$ cat src/rtl/chan_irq_pkg.sv
package chan_irq_pkg;
  localparam int NSRC   = 12;
  localparam int DATA_W = 32;
  localparam int ADDR_W = 3;

  // Status bit positions (software decodes these)
  localparam int B_INVAL    = 0;
  localparam int B_SRC_DONE = 1;
  localparam int B_DST_DONE = 2;
  localparam int B_SRC_ACCT = 4;
  localparam int B_DST_ACCT = 5;

  typedef enum logic [ADDR_W-1:0] {
    A_STAT = 3'd0,
    A_MASK = 3'd1,
    A_UNMK = 3'd2,
    A_SETM = 3'd3,
    A_SCNT = 3'd4,
    A_DCNT = 3'd5
  } reg_addr_e;
endpackage

$ cat src/rtl/irq_status_bits.sv
module irq_status_bits #(
  parameter int N = 12
) (
  input  logic         clk,
  input  logic         rst_n,
  input  logic [N-1:0] set_i,
  input  logic [N-1:0] clr_i,
  output logic [N-1:0] st_q
);
  genvar i;
  generate
    for (i = 0; i < N; i++) begin : g_bit
      always_ff @(posedge clk) begin
        if (!rst_n)          st_q[i] <= 1'b0;
        else if (set_i[i])   st_q[i] <= 1'b1;
        else if (clr_i[i])   st_q[i] <= 1'b0;
      end

      p_evt_sets_r2: assert property (@(posedge clk) disable iff (!rst_n)
        set_i[i] |=> st_q[i]);
      p_w1c_r3: assert property (@(posedge clk) disable iff (!rst_n)
        (clr_i[i] && !set_i[i]) |=> !st_q[i]);
      p_hold_r3: assert property (@(posedge clk) disable iff (!rst_n)
        (!clr_i[i] && !set_i[i]) |=> $stable(st_q[i]));
    end
  endgenerate
endmodule

$ cat src/rtl/irq_mask_reg.sv
module irq_mask_reg #(
  parameter int N = 12
) (
  input  logic         clk,
  input  logic         rst_n,
  input  logic         unmask_wr,
  input  logic         mask_wr,
  input  logic [N-1:0] bits_i,
  output logic [N-1:0] mask_q
);
  always_ff @(posedge clk) begin
    if (!rst_n)         mask_q <= {N{1'b1}};
    else if (unmask_wr) mask_q <= mask_q & ~bits_i;
    else if (mask_wr)   mask_q <= mask_q | bits_i;
  end

  p_unmask_r5: assert property (@(posedge clk) disable iff (!rst_n)
    unmask_wr |=> (mask_q & $past(bits_i)) == '0);
  p_setmask_r6: assert property (@(posedge clk) disable iff (!rst_n)
    (mask_wr && !unmask_wr) |=> (mask_q & $past(bits_i)) == $past(bits_i));
  p_mask_ro_r4: assert property (@(posedge clk) disable iff (!rst_n)
    (!unmask_wr && !mask_wr) |=> $stable(mask_q));
endmodule

$ cat src/rtl/acct_counter.sv
module acct_counter #(
  parameter int W = 8
) (
  input  logic         clk,
  input  logic         rst_n,
  input  logic         inc_i,
  input  logic         clr_i,
  output logic [W-1:0] cnt_q,
  output logic         wrap_o
);
  localparam logic [W-1:0] CMAX = {W{1'b1}};

  // {wrap, next}: a clear drops the old count, then the increment applies
  function automatic logic [W:0] acct_step(logic [W-1:0] c, logic inc, logic clr);
    logic [W-1:0] base;
    base = clr ? '0 : c;
    return {inc && (base == CMAX), base + {{(W-1){1'b0}}, inc}};
  endfunction

  logic [W:0] step;
  assign step   = acct_step(cnt_q, inc_i, clr_i);
  assign wrap_o = step[W];

  always_ff @(posedge clk) begin
    if (!rst_n) cnt_q <= '0;
    else        cnt_q <= step[W-1:0];
  end

  p_wrap_zero_r9: assert property (@(posedge clk) disable iff (!rst_n)
    (inc_i && !clr_i && cnt_q == CMAX) |=> cnt_q == '0);
  p_cor_r10: assert property (@(posedge clk) disable iff (!rst_n)
    (clr_i && !inc_i) |=> cnt_q == '0);
  p_cor_inc_r10: assert property (@(posedge clk) disable iff (!rst_n)
    (clr_i && inc_i) |=> cnt_q == {{(W-1){1'b0}}, 1'b1});
  p_incr_r8: assert property (@(posedge clk) disable iff (!rst_n)
    (inc_i && !clr_i && cnt_q != CMAX) |=> cnt_q == $past(cnt_q) + 1'b1);
endmodule

$ cat src/rtl/chan_irq_unit.sv
module chan_irq_unit
  import chan_irq_pkg::*;
#(
  parameter int CNT_W = 8
) (
  input  logic              clk,
  input  logic              rst_n,
  input  logic              bus_rd,
  input  logic              bus_wr,
  input  logic [ADDR_W-1:0] bus_addr,
  input  logic [DATA_W-1:0] bus_wdata,
  output logic [DATA_W-1:0] bus_rdata,
  input  logic [NSRC-1:0]   evt_set,
  input  logic              src_cmpl,
  input  logic              dst_cmpl,
  output logic              irq
);
  logic [NSRC-1:0]  st_q, mk_q, set_vec, clr_vec, pend;
  logic [CNT_W-1:0] scnt, dcnt;
  logic             src_wrap, dst_wrap;
  logic             wr_stat, wr_unmk, wr_setm, rd_scnt, rd_dcnt;
  logic             irq_q;
  logic [DATA_W-1:0] rdata_q;

  assign wr_stat = bus_wr && (bus_addr == A_STAT);
  assign wr_unmk = bus_wr && (bus_addr == A_UNMK);
  assign wr_setm = bus_wr && (bus_addr == A_SETM);
  assign rd_scnt = bus_rd && (bus_addr == A_SCNT);
  assign rd_dcnt = bus_rd && (bus_addr == A_DCNT);

  assign clr_vec = wr_stat ? bus_wdata[NSRC-1:0] : '0;

  always_comb begin
    set_vec             = evt_set;
    set_vec[B_SRC_DONE] = evt_set[B_SRC_DONE] | src_cmpl;
    set_vec[B_DST_DONE] = evt_set[B_DST_DONE] | dst_cmpl;
    set_vec[B_SRC_ACCT] = evt_set[B_SRC_ACCT] | src_wrap;
    set_vec[B_DST_ACCT] = evt_set[B_DST_ACCT] | dst_wrap;
  end

  irq_status_bits #(.N(NSRC)) u_status (
    .clk(clk), .rst_n(rst_n), .set_i(set_vec), .clr_i(clr_vec), .st_q(st_q));

  irq_mask_reg #(.N(NSRC)) u_mask (
    .clk(clk), .rst_n(rst_n), .unmask_wr(wr_unmk), .mask_wr(wr_setm),
    .bits_i(bus_wdata[NSRC-1:0]), .mask_q(mk_q));

  acct_counter #(.W(CNT_W)) u_src_cnt (
    .clk(clk), .rst_n(rst_n), .inc_i(src_cmpl), .clr_i(rd_scnt),
    .cnt_q(scnt), .wrap_o(src_wrap));

  acct_counter #(.W(CNT_W)) u_dst_cnt (
    .clk(clk), .rst_n(rst_n), .inc_i(dst_cmpl), .clr_i(rd_dcnt),
    .cnt_q(dcnt), .wrap_o(dst_wrap));

  function automatic logic [DATA_W-1:0] read_mux(
    logic [ADDR_W-1:0] a, logic [NSRC-1:0] st, logic [NSRC-1:0] mk,
    logic [CNT_W-1:0] sc, logic [CNT_W-1:0] dc);
    logic [DATA_W-1:0] v;
    v = '0;
    case (a)
      A_STAT:  v[NSRC-1:0]  = st;
      A_MASK:  v[NSRC-1:0]  = mk;
      A_SCNT:  v[CNT_W-1:0] = sc;
      A_DCNT:  v[CNT_W-1:0] = dc;
      default: v = '0;
    endcase
    return v;
  endfunction

  assign pend = st_q & ~mk_q;

  always_ff @(posedge clk) begin
    if (!rst_n) begin
      irq_q   <= 1'b0;
      rdata_q <= '0;
    end else begin
      irq_q <= |pend;
      if (bus_rd) rdata_q <= read_mux(bus_addr, st_q, mk_q, scnt, dcnt);
    end
  end

  assign irq       = irq_q;
  assign bus_rdata = rdata_q;

  p_irq_quiet_r7: assert property (@(posedge clk) disable iff (!rst_n)
    (st_q == '0) |=> !irq);
  p_irq_masked_r7: assert property (@(posedge clk) disable iff (!rst_n)
    (mk_q == {NSRC{1'b1}}) |=> !irq);
  p_src_wrap_err_r9: assert property (@(posedge clk) disable iff (!rst_n)
    src_wrap |=> st_q[B_SRC_ACCT]);
  p_rd_hold_r11: assert property (@(posedge clk) disable iff (!rst_n)
    !bus_rd |=> $stable(bus_rdata));
endmodule

$ cat config.mk
export PLATFORM = sky130hd
export DESIGN_NAME = chan_irq_unit
export DESIGN_NICKNAME = d
export VERILOG_FILES = /design/src/rtl/chan_irq_pkg.sv /design/src/rtl/irq_status_bits.sv /design/src/rtl/irq_mask_reg.sv /design/src/rtl/acct_counter.sv /design/src/rtl/chan_irq_unit.sv
export SDC_FILE = /design/constraint.sdc
export NUM_CORES = 1
export LEC_CHECK = 0
export CAP_MARGIN = 25
export CORE_AREA = 2 2 79 81
export CTS_BUF_LIST = sky130_fd_sc_hd__clkbuf_8
export CTS_CLUSTER_SIZE = 14
export DETAILED_ROUTE_END_ITERATION = 7
export DIE_AREA = 0 0 81 83
export PLACE_DENSITY_LB_ADDON = 0.3
export SLEW_MARGIN = 30
export SYNTH_ARGS = -nofsm -noshare
export SYNTH_HDL_FRONTEND = slang
export SYNTH_SLANG_ARGS = --single-unit
$ cat constraint.sdc
create_clock -name clk -period 3.8 [get_ports clk]
set_input_delay 0.76 -clock clk [delete_from_list [all_inputs] [get_ports clk]]
set_output_delay 0.76 -clock clk [all_outputs]
set_load 0.01 [all_outputs]
==> results of run 1 <==
-- tightest hold or removal path: stages, from the launching register on --
cell and delay [ns]:
dfxtp_1 0.33, nand2_1 0.06, nand3_1 0.06
-- cell families (layout without fill, tap and decap cells) --
group           Yosys count  after routing  share of synthesized area
buf+inv                  47             72                     0.1101
simple gates             99             99                     0.1855
flops                    53             53                     0.4151
compound gates           48             48                     0.1385
xor+xnor                 11             11                    0.03769
other cells               1             20                   0.001467
mux                      12             12                    0.09202
fa+ha+maj                 4              4                    0.01958
-- area by class of cell --
cell class / instances / area [µm²] / area share
multi-input combinational: 194 / 1285 / 0.4194
sequential: 53 / 1061 / 0.3463
timing repair buffer: 50 / 488.0 / 0.1592
tap: 75 / 93.84 / 0.03062
clock buffer: 5 / 68.82 / 0.02246
inverter: 14 / 52.55 / 0.01715
clock inverter: 3 / 15.01 / 0.004900
-- routing by layer --
layer	vias up	part of all wire	global-route usage
met2	72	0.46	0.2697
met5	-	0	0
met3	6	0.056	0.03152
li1	1021	-	-
met4	0	0.014	0.05547
met1	973	0.47	0.2485
-- synth_stat cells (all sizes together) (6+ instances only) --
| cell | instances | area [µm²] |
|---|---|---|
| a21oi | 17 | 85.08 |
| a311o | 6 | 60.06 |
| a32o | 8 | 80.08 |
| and2 | 8 | 50.05 |
| buf | 27 | 206.4 |
| clkbuf | 6 | 22.52 |
| dfxtp | 53 | 1061 |
| inv | 14 | 52.55 |
| mux4 | 8 | 195.2 |
| nand2 | 28 | 107.6 |
| nand3 | 18 | 90.09 |
| nor2 | 31 | 116.4 |
| xor2 | 9 | 78.83 |
-- power by group --
group	switching, µW	internal, µW
clock	178	125
sequential	16.3	579
combinational	76.2	81.1
-- through the flow --
step / instances / cell area, µm² / utilization
floorplan: 294 / 2628 / -
detailed placement: 386 / 2980 / 0.5125
global route: 394 / 3064 / 0.5269
CTS: 394 / 3064 / 0.5269
global placement: 386 / 2980 / 0.5125
finish: 394 / 3064 / 0.5269
-- how the worst max path moves through the flow --
stage	start	endpoint	slack [ns]
after global placement	bus_addr[2]	u_src_cnt.cnt_q[6]	0.80
after floorplan	bus_addr[0]	u_dst_cnt.cnt_q[4]	1.63
after CTS	bus_addr[2]	u_src_cnt.cnt_q[6]	1.07
after detailed placement	bus_addr[2]	u_src_cnt.cnt_q[6]	0.75
final	bus_addr[2]	u_dst_cnt.cnt_q[4]	1.07
after global routing	bus_addr[2]	u_src_cnt.cnt_q[6]	0.92
==> flow_metrics.env, run 1 <==
export IMPL_status="complete, no violations"
export IMPL_cellLeakagePower_uw=0.001246
export IMPL_critPathMaxStageDelay_ns=0.84
export IMPL_grt_max_degree=25
export IMPL_portBuffers=45
export IMPL_end_kind="flop"
export IMPL_whs_ns=0.4943
export IMPL_postRouteAntennaNets=0
export IMPL_setup_ws_ns=1.075
export IMPL_routed_wirelength_um=5750
export IMPL_die_height_um=83
export IMPL_nNetsFinal=375
export IMPL_cts_tree="yes"
export IMPL_syn_to_final_growth_pct=19.87
export IMPL_clk_latency_ns=0.30
export IMPL_synth_cell_area_um2=2556
export IMPL_r2r_setup_slack_ns=2.35
export IMPL_wl_per_cell_um=14.59
export IMPL_fmax_mhz=367.0
export IMPL_grt_pass1_wl_um=9163
export IMPL_path_depth=8
export IMPL_ys_dominant_reg_cell="dfxtp_1"
export IMPL_synth_async_reset_ratio=0
export IMPL_post_place_ws_ns=0.7514
export IMPL_crit_family="buffers and inverters"
export IMPL_rr_worst_depth=7
export IMPL_clock_skew_final_ns=0.003588
export IMPL_die_w_um=81
export IMPL_cp_cell_sequence="clkdlybuf4s50_1 > nand4b_1 > and2_1 > ha_1 > ha_1 > nand3_1 > xor2_1 > nor2_1"
export IMPL_drcViolationCount=0
export IMPL_required_ns=3.99
export IMPL_yosys_register_bits=53
export IMPL_power_density_nw_per_um2=344.6
export IMPL_globalplace_congestion=0.8555
export IMPL_clkTransAtPathRegs_ns=0.09
export IMPL_grt_pass1_vias=1895
export IMPL_grt_util_all_layers=0.1756
export IMPL_relSlewSlack=0.4436
export IMPL_setup_viol=0
export IMPL_path_common_cell="ha_1"
export IMPL_cts_hold_buf=0
export IMPL_tns_ns=0
export IMPL_post_cts_resized=0
export IMPL_drtPass1Iterations=4
export IMPL_ir_worst_vdd_mv=0.1975
export IMPL_cts_root_buf="clkbuf_8"
export IMPL_ios=86
export IMPL_n_antenna_cell=0
export IMPL_coreArea_um2=5816
export IMPL_start_util=0.4395
export IMPL_power_uw=1056
export IMPL_period_share=0.7171
export IMPL_final_common_cell="dfxtp_1"
export IMPL_critical_path_class="in -> reg"
export IMPL_synthCells=275
export IMPL_worstReg2RegEnd="u_src_cnt.cnt_q[6]"
export IMPL_cp_max_fo=13
export IMPL_grt_ovfl_total=0
export IMPL_ys_seq_area_frac=0.4151
export IMPL_mostFrequentLayoutCells="53 x dfxtp_1, 45 x clkdlybuf4s50_1, 31 x nor2_1, 27 x nand2_1, 20 x conb_1"
export IMPL_cts_sinks=53
export IMPL_antenna_found_initial=0
export IMPL_finalCriticalPeriod_ns=2.725
export IMPL_rsz0062_at_grt="no"
export IMPL_critPathArrivalTime_ns=2.92
export IMPL_fp_dieArea_um2=6723
export IMPL_r2r_start="u_src_cnt.cnt_q[0]"
export IMPL_floorplan_rows=28
export IMPL_cts_max_level=2
export IMPL_postCtsSetupBuffers=0
export IMPL_timing_final_max_slew_violations=0
export IMPL_crit_slowest_cell="clkdlybuf4s50_1"
export IMPL_first_iter_violations=136
export IMPL_crit_buf_inv=1
export IMPL_min_path_cells=2
export IMPL_synth_warnings=0
export IMPL_synth_cell_types=39
export IMPL_vias_per_cell=5.259
export IMPL_drive_above_1_share=0.05956
export IMPL_ctsLongestPathBuffers=2
export IMPL_nFillCells=562
export IMPL_cts_buffers=5
export IMPL_hold_viol=0
export IMPL_vias=2072
export IMPL_hold_class="reg -> reg"
export IMPL_synth_edff_count=0
export IMPL_worst_pin_slew_ns=0.8347
export IMPL_start_kind="primary input"
export IMPL_syn_area_per_cell_um2=9.295
export IMPL_place_hpwl_um=4265
export IMPL_max_cap_violations=0
No activity file was read; power rests on OpenSTA's default activity.
==> run 2: changes to the inputs <==
--- a/config.mk
+++ b/config.mk
@@ -6,11 +6,11 @@
 export NUM_CORES = 1
 export LEC_CHECK = 0
 export CAP_MARGIN = 25
-export CORE_AREA = 2 2 79 81
+export CORE_AREA = 2 2 81 83
 export CTS_BUF_LIST = sky130_fd_sc_hd__clkbuf_8
 export CTS_CLUSTER_SIZE = 14
 export DETAILED_ROUTE_END_ITERATION = 7
-export DIE_AREA = 0 0 81 83
+export DIE_AREA = 0 0 83 85
 export PLACE_DENSITY_LB_ADDON = 0.3
 export SLEW_MARGIN = 30
 export SYNTH_ARGS = -nofsm -noshare
==> constraint.sdc (replaced) <==
create_clock -name clk -period 2.35 [get_ports clk]
set_input_delay 0.47 -clock clk [delete_from_list [all_inputs] [get_ports clk]]
set_output_delay 0.47 -clock clk [all_outputs]
set_load 0.01 [all_outputs]
==> flow_metrics.env, run 2 (synthesis results as in run 1) <==
export IMPL_ctsLongestPathBuffers=2
export IMPL_post_cts_resized=0
export IMPL_clk_latency_ns=0.31
export IMPL_ir_worst_vdd_mv=0.3760
export IMPL_cp_cell_sequence="clkdlybuf4s50_1 > nand4bb_1 > and2_1 > ha_1 > ha_1 > nand3_1 > nor2_1 > xnor2_1 > nor2_1"
export IMPL_status="complete, no violations"
export IMPL_portBuffers=45
export IMPL_r2r_setup_slack_ns=0.87
export IMPL_post_place_ws_ns=0.007581
export IMPL_clock_skew_final_ns=0.01321
export IMPL_drtPass1Iterations=4
export IMPL_antenna_found_initial=0
export IMPL_tns_ns=0
export IMPL_coreArea_um2=6205
export IMPL_start_kind="primary input"
export IMPL_switching_share=0.2348
export IMPL_drive_above_1_share=0.08869
export IMPL_p_int_uw=1497
export IMPL_grt_ovfl_total=0
export IMPL_final_common_cell="dfxtp_1"
export IMPL_grt_max_degree=23
export IMPL_setup_ws_ns=0.3225
export IMPL_ios=86
export IMPL_critPathMaxStageDelay_ns=0.55
export IMPL_grt_pass1_wl_um=9846
export IMPL_postRouteAntennaNets=0
export IMPL_globalplace_congestion=0.8215
export IMPL_combPwrFrac=0.135
export IMPL_clkTransAtPathRegs_ns=0.09
export IMPL_cts_root_buf="clkbuf_8"
export IMPL_vias=2171
export IMPL_start_util=0.4120
export IMPL_setup_viol=0
export IMPL_first_iter_violations=109
export IMPL_min_path_cells=2
export IMPL_finalCriticalPeriod_ns=2.027
export IMPL_floorplan_rows=29
export IMPL_nFillCells=598
export IMPL_period_share=0.8628
export IMPL_routed_wirelength_um=6138
export IMPL_worstReg2RegEnd="u_src_cnt.cnt_q[6]"
export IMPL_fin_cells=404
export IMPL_r2r_start="u_src_cnt.cnt_q[0]"
export IMPL_max_cap_violations=0
export IMPL_dpl_cell_count=396
export IMPL_die_height_um=85
export IMPL_crit_slowest_cell="clkdlybuf4s50_1"
export IMPL_fmax_mhz=493.2
export IMPL_cts_hold_buf=0
export IMPL_end_kind="flop"
export IMPL_mostFrequentLayoutCells="53 x dfxtp_1, 45 x clkdlybuf4s50_1, 31 x nor2_1, 27 x nand2_1, 20 x conb_1"
export IMPL_cellLeakagePower_uw=0.001305
export IMPL_power_uw=1957
export IMPL_p_clk_frac=0.372
export IMPL_postCtsSetupBuffers=0
export IMPL_whs_ns=0.4995
export IMPL_required_ns=2.56
export IMPL_nNetsFinal=383
export IMPL_n_antenna_cell=0
export IMPL_critical_path_class="in -> reg"
export IMPL_p_seq_frac=0.493
export IMPL_cts_sinks=53
export IMPL_cp_max_fo=4
export IMPL_vias_per_cell=5.374
export IMPL_cts_tree="yes"
export IMPL_syn_to_final_growth_pct=24.28
export IMPL_hold_class="reg -> reg"
export IMPL_drcViolationCount=0
export IMPL_cts_max_level=2
export IMPL_timing_final_max_slew_violations=0
export IMPL_grt_util_all_layers=0.1774
export IMPL_power_density_nw_per_um2=615.9
export IMPL_place_hpwl_um=4636
export IMPL_fp_dieArea_um2=7055
export IMPL_die_w_um=83
export IMPL_rsz0062_at_grt="no"
export IMPL_cp_startpoint="bus_addr[0]"
export IMPL_wl_per_cell_um=15.19
export IMPL_critPathArrivalTime_ns=2.24
export IMPL_rr_worst_depth=7
export IMPL_power_switching_uw=459.4
export IMPL_cts_buffers=5
export IMPL_hold_viol=0
export IMPL_grt_pass1_vias=1982
==> run 2: cell types whose count changed in the layout (fill, tap and decap cells not counted) <==
cell,previous run,this run
bufinv_16,0,2
clkinvlp_4,1,0
inv_1,16,14
buf_4,5,13
clkinv_2,0,1
==> run 2: layout make-up <==
cell class,instances,area (µm²),share of cell area
multi-input combinational,194,1285,0.4045
timing repair buffer,58,548.0,0.1725
clock inverter,3,65.06,0.02048
sequential,53,1061,0.3340
inverter,14,52.55,0.01654
tap,77,96.34,0.03033
clock buffer,5,68.82,0.02166
==> run 2: worst max path at each step <==
| stage | to | cells after the start | slack (ns) |
|---|---|---|---|
| floorplan | u_dst_cnt.cnt_q[4] | 9 | 0.47 |
| global route | u_src_cnt.cnt_q[6] | 9 | 0.18 |
| CTS | u_src_cnt.cnt_q[6] | 9 | 0.34 |
| finish | u_src_cnt.cnt_q[6] | 9 | 0.32 |
| detailed placement | u_src_cnt.cnt_q[6] | 9 | 0.008 |
| global placement | u_src_cnt.cnt_q[6] | 9 | 0.05 |
==> run 2: metrics by stage <==
step / area, µm² / utilization
floorplan: 2628 / -
global placement: 3043 / 0.4904
detailed placement: 3043 / 0.4904
CTS: 3177 / 0.5120
global route: 3177 / 0.5120
finish: 3177 / 0.5120
==> run 2: power groups by stage <==
stage	clock network [µW]	logic, µW	registers (µW)
floorplan	0	167	978
CTS	743	266	964
global placement	0	260	983
global route	776	290	969
detailed placement	0	264	985
finish	727	265	965
==> run 2: routing by layer <==
metal | global-route usage | share of wire | vias to the layer above
li1 | - | - | 1040
met1 | 0.2296 | 0.45 | 1059
met2 | 0.3006 | 0.49 | 68
met3 | 0.03599 | 0.053 | 4
met4 | 0.05365 | 0.0098 | 0
met5 | 0 | 0 | -
==> run 2: worst max-delay path, delay by kind of cell <==
family,cells,cell delay (ns)
xor gates and xnor gates,1,0.13
adders and majority gates,2,0.41
buffers and inverters,1,0.55
and+or+nand+nor,5,0.66
==> run 3: changes to the inputs <==
--- a/config.mk
+++ b/config.mk
@@ -6,11 +6,11 @@
 export NUM_CORES = 1
 export LEC_CHECK = 0
 export CAP_MARGIN = 25
-export CORE_AREA = 2 2 81 83
+export CORE_AREA = 2 2 79 81
 export CTS_BUF_LIST = sky130_fd_sc_hd__clkbuf_8
 export CTS_CLUSTER_SIZE = 14
 export DETAILED_ROUTE_END_ITERATION = 7
-export DIE_AREA = 0 0 83 85
+export DIE_AREA = 0 0 81 83
 export PLACE_DENSITY_LB_ADDON = 0.3
 export SLEW_MARGIN = 30
 export SYNTH_ARGS = -nofsm -noshare
==> constraint.sdc (replaced) <==
create_clock -name clk -period 2 [get_ports clk]
set_input_delay 0.4 -clock clk [delete_from_list [all_inputs] [get_ports clk]]
set_output_delay 0.4 -clock clk [all_outputs]
set_load 0.01 [all_outputs]
==> flow_metrics.env, run 3 (synthesis results as in run 1) <==
export IMPL_cts_tree="yes"
export IMPL_finalCriticalPeriod_ns=1.907
export IMPL_wl_per_cell_um=14.71
export IMPL_cts_hold_buf=0
export IMPL_required_ns=2.21
export IMPL_nNetsFinal=388
export IMPL_critPathArrivalTime_ns=2.12
export IMPL_end_kind="flop"
export IMPL_syn_to_final_growth_pct=23.94
export IMPL_coreArea_um2=5816
export IMPL_grt_ovfl_total=0
export IMPL_power_uw=2041
export IMPL_die_height_um=83
export IMPL_vias=2114
export IMPL_ctsLongestPathBuffers=2
export IMPL_hold_class="reg -> reg"
export IMPL_drcViolationCount=0
export IMPL_grt_max_degree=23
export IMPL_globalplace_congestion=0.8430
export IMPL_relSlewSlack=0.6603
export IMPL_grt_pass1_vias=1948
export IMPL_final_common_cell="dfxtp_1"
export IMPL_setup_ws_ns=0.09265
export IMPL_post_place_ws_ns=-0.2188
export IMPL_cts_sinks=53
export IMPL_drtPass1Iterations=4
export IMPL_clkTransAtPathRegs_ns=0.09
export IMPL_cts_buffers=5
export IMPL_cellLeakagePower_uw=0.001330
export IMPL_floorplan_rows=28
export IMPL_ios=86
export IMPL_first_iter_violations=125
export IMPL_drive_above_1_share=0.1024
export IMPL_fp_dieArea_um2=6723
export IMPL_fmax_mhz=524.3
export IMPL_critical_path_class="in -> reg"
export IMPL_cts_max_level=2
export IMPL_timing_final_max_slew_violations=0
export IMPL_postCtsSetupBuffers=0
export IMPL_ir_worst_vdd_mv=0.4569
export IMPL_antenna_found_initial=0
export IMPL_start_kind="primary input"
export IMPL_grt_util_all_layers=0.1896
export IMPL_n_antenna_cell=0
export IMPL_period_share=0.9537
export IMPL_start_util=0.4395
export IMPL_clk_latency_ns=0.31
export IMPL_die_w_um=81
export IMPL_place_hpwl_um=4592
export IMPL_grt_pass1_wl_um=9742
export IMPL_setup_viol=0
export IMPL_clock_skew_final_ns=0.004468
export IMPL_hold_viol=0
export IMPL_status="complete, no violations"
export IMPL_mostFrequentLayoutCells="53 x dfxtp_1, 43 x clkdlybuf4s50_1, 30 x nor2_1, 27 x nand2_1, 20 x conb_1"
export IMPL_power_density_nw_per_um2=644.3
export IMPL_portBuffers=45
export IMPL_worst_pin_slew_ns=0.5068
export IMPL_vias_per_cell=5.194
export IMPL_routed_wirelength_um=5989
export IMPL_postRouteAntennaNets=0
export IMPL_max_cap_violations=0
export IMPL_cp_max_fo=6
export IMPL_cts_root_buf="clkbuf_8"
## run 3: cell types whose count changed in the layout (fill, tap and decap cells not counted)
cell             delta
inv_1               +1
nor2_1              -1
dlymetal6s2s_1      +2
buf_4               +5
nor2_2              +1
clkdlybuf4s50_1     -2
bufinv_16           -2
clkinv_2            +1
## run 3: where the power goes
group          total [µW]  switching (µW)  internal, µW
logic                 316             149           167
clock network         593             355           239
registers            1130            32.6          1100
total                2040             536          1510
## run 3: worst paths after layout
| kind | startpoint | endpoint | slack (ns) | depth (start not counted) |
|---|---|---|---|---|
| worst min register to register | flop | flop | 0.49 | 2 |
| worst max-delay path | bus_addr[2] | u_src_cnt.cnt_q[6] | 0.09 | 9 |
| worst max register to register | u_src_cnt.cnt_q[0] | u_src_cnt.cnt_q[6] | 0.54 | 7 |
| worst min-delay path | flop | flop | 0.49 | 2 |
## run 3: worst max-delay path: stages
cell and delay, ns:
clkdlybuf4s50_1 0.57, nand4bb_1 0.14, and2_1 0.19, ha_1 0.21
ha_1 0.22, nand3_1 0.14, nor2_2 0.07, xnor2_1 0.12
nor2_1 0.05
## run 3: routing by layer
| metal | vias to the layer above | GRT usage | part of all wire |
|---|---|---|---|
| met5 | - | 0 | 0 |
| met4 | 0 | 0.04931 | 0.015 |
| met2 | 71 | 0.3065 | 0.47 |
| li1 | 1043 | - | - |
| met1 | 993 | 0.2478 | 0.46 |
| met3 | 7 | 0.05217 | 0.056 |
## run 3: area by class of cell
cell class              instances  area, µm²
clock buffers                   5      68.82
fillers                       552       2648
flip-flops and latches         53       1061
clock inverters                 3      13.76
well taps                      75      93.84
inverters                      14      52.55
repair buffers                 63      590.6
multi-input cells             194       1287
## run 3: timing repair
action / CTS / global route
setup endpoints to repair: 0 / 1
endpoints found under the hold margin: 0 / 0
gates resized for setup: 0 / 3
## run 3: stage by stage
stage	hold WS, ns	cell area [µm²]	util	setup TNS [ns]	std cells
2_1_floorplan	0.4525	2628	-	0	294
3_3_place_gp	0.4765	3078	0.5293	-3.002	399
3_5_place_dp	0.4795	3078	0.5293	-3.444	399
4_1_cts	0.4966	3161	0.5435	0	407
5_1_grt	0.5314	3168	0.5448	-0.004341	407
6_report	0.4936	3168	0.5448	0	407
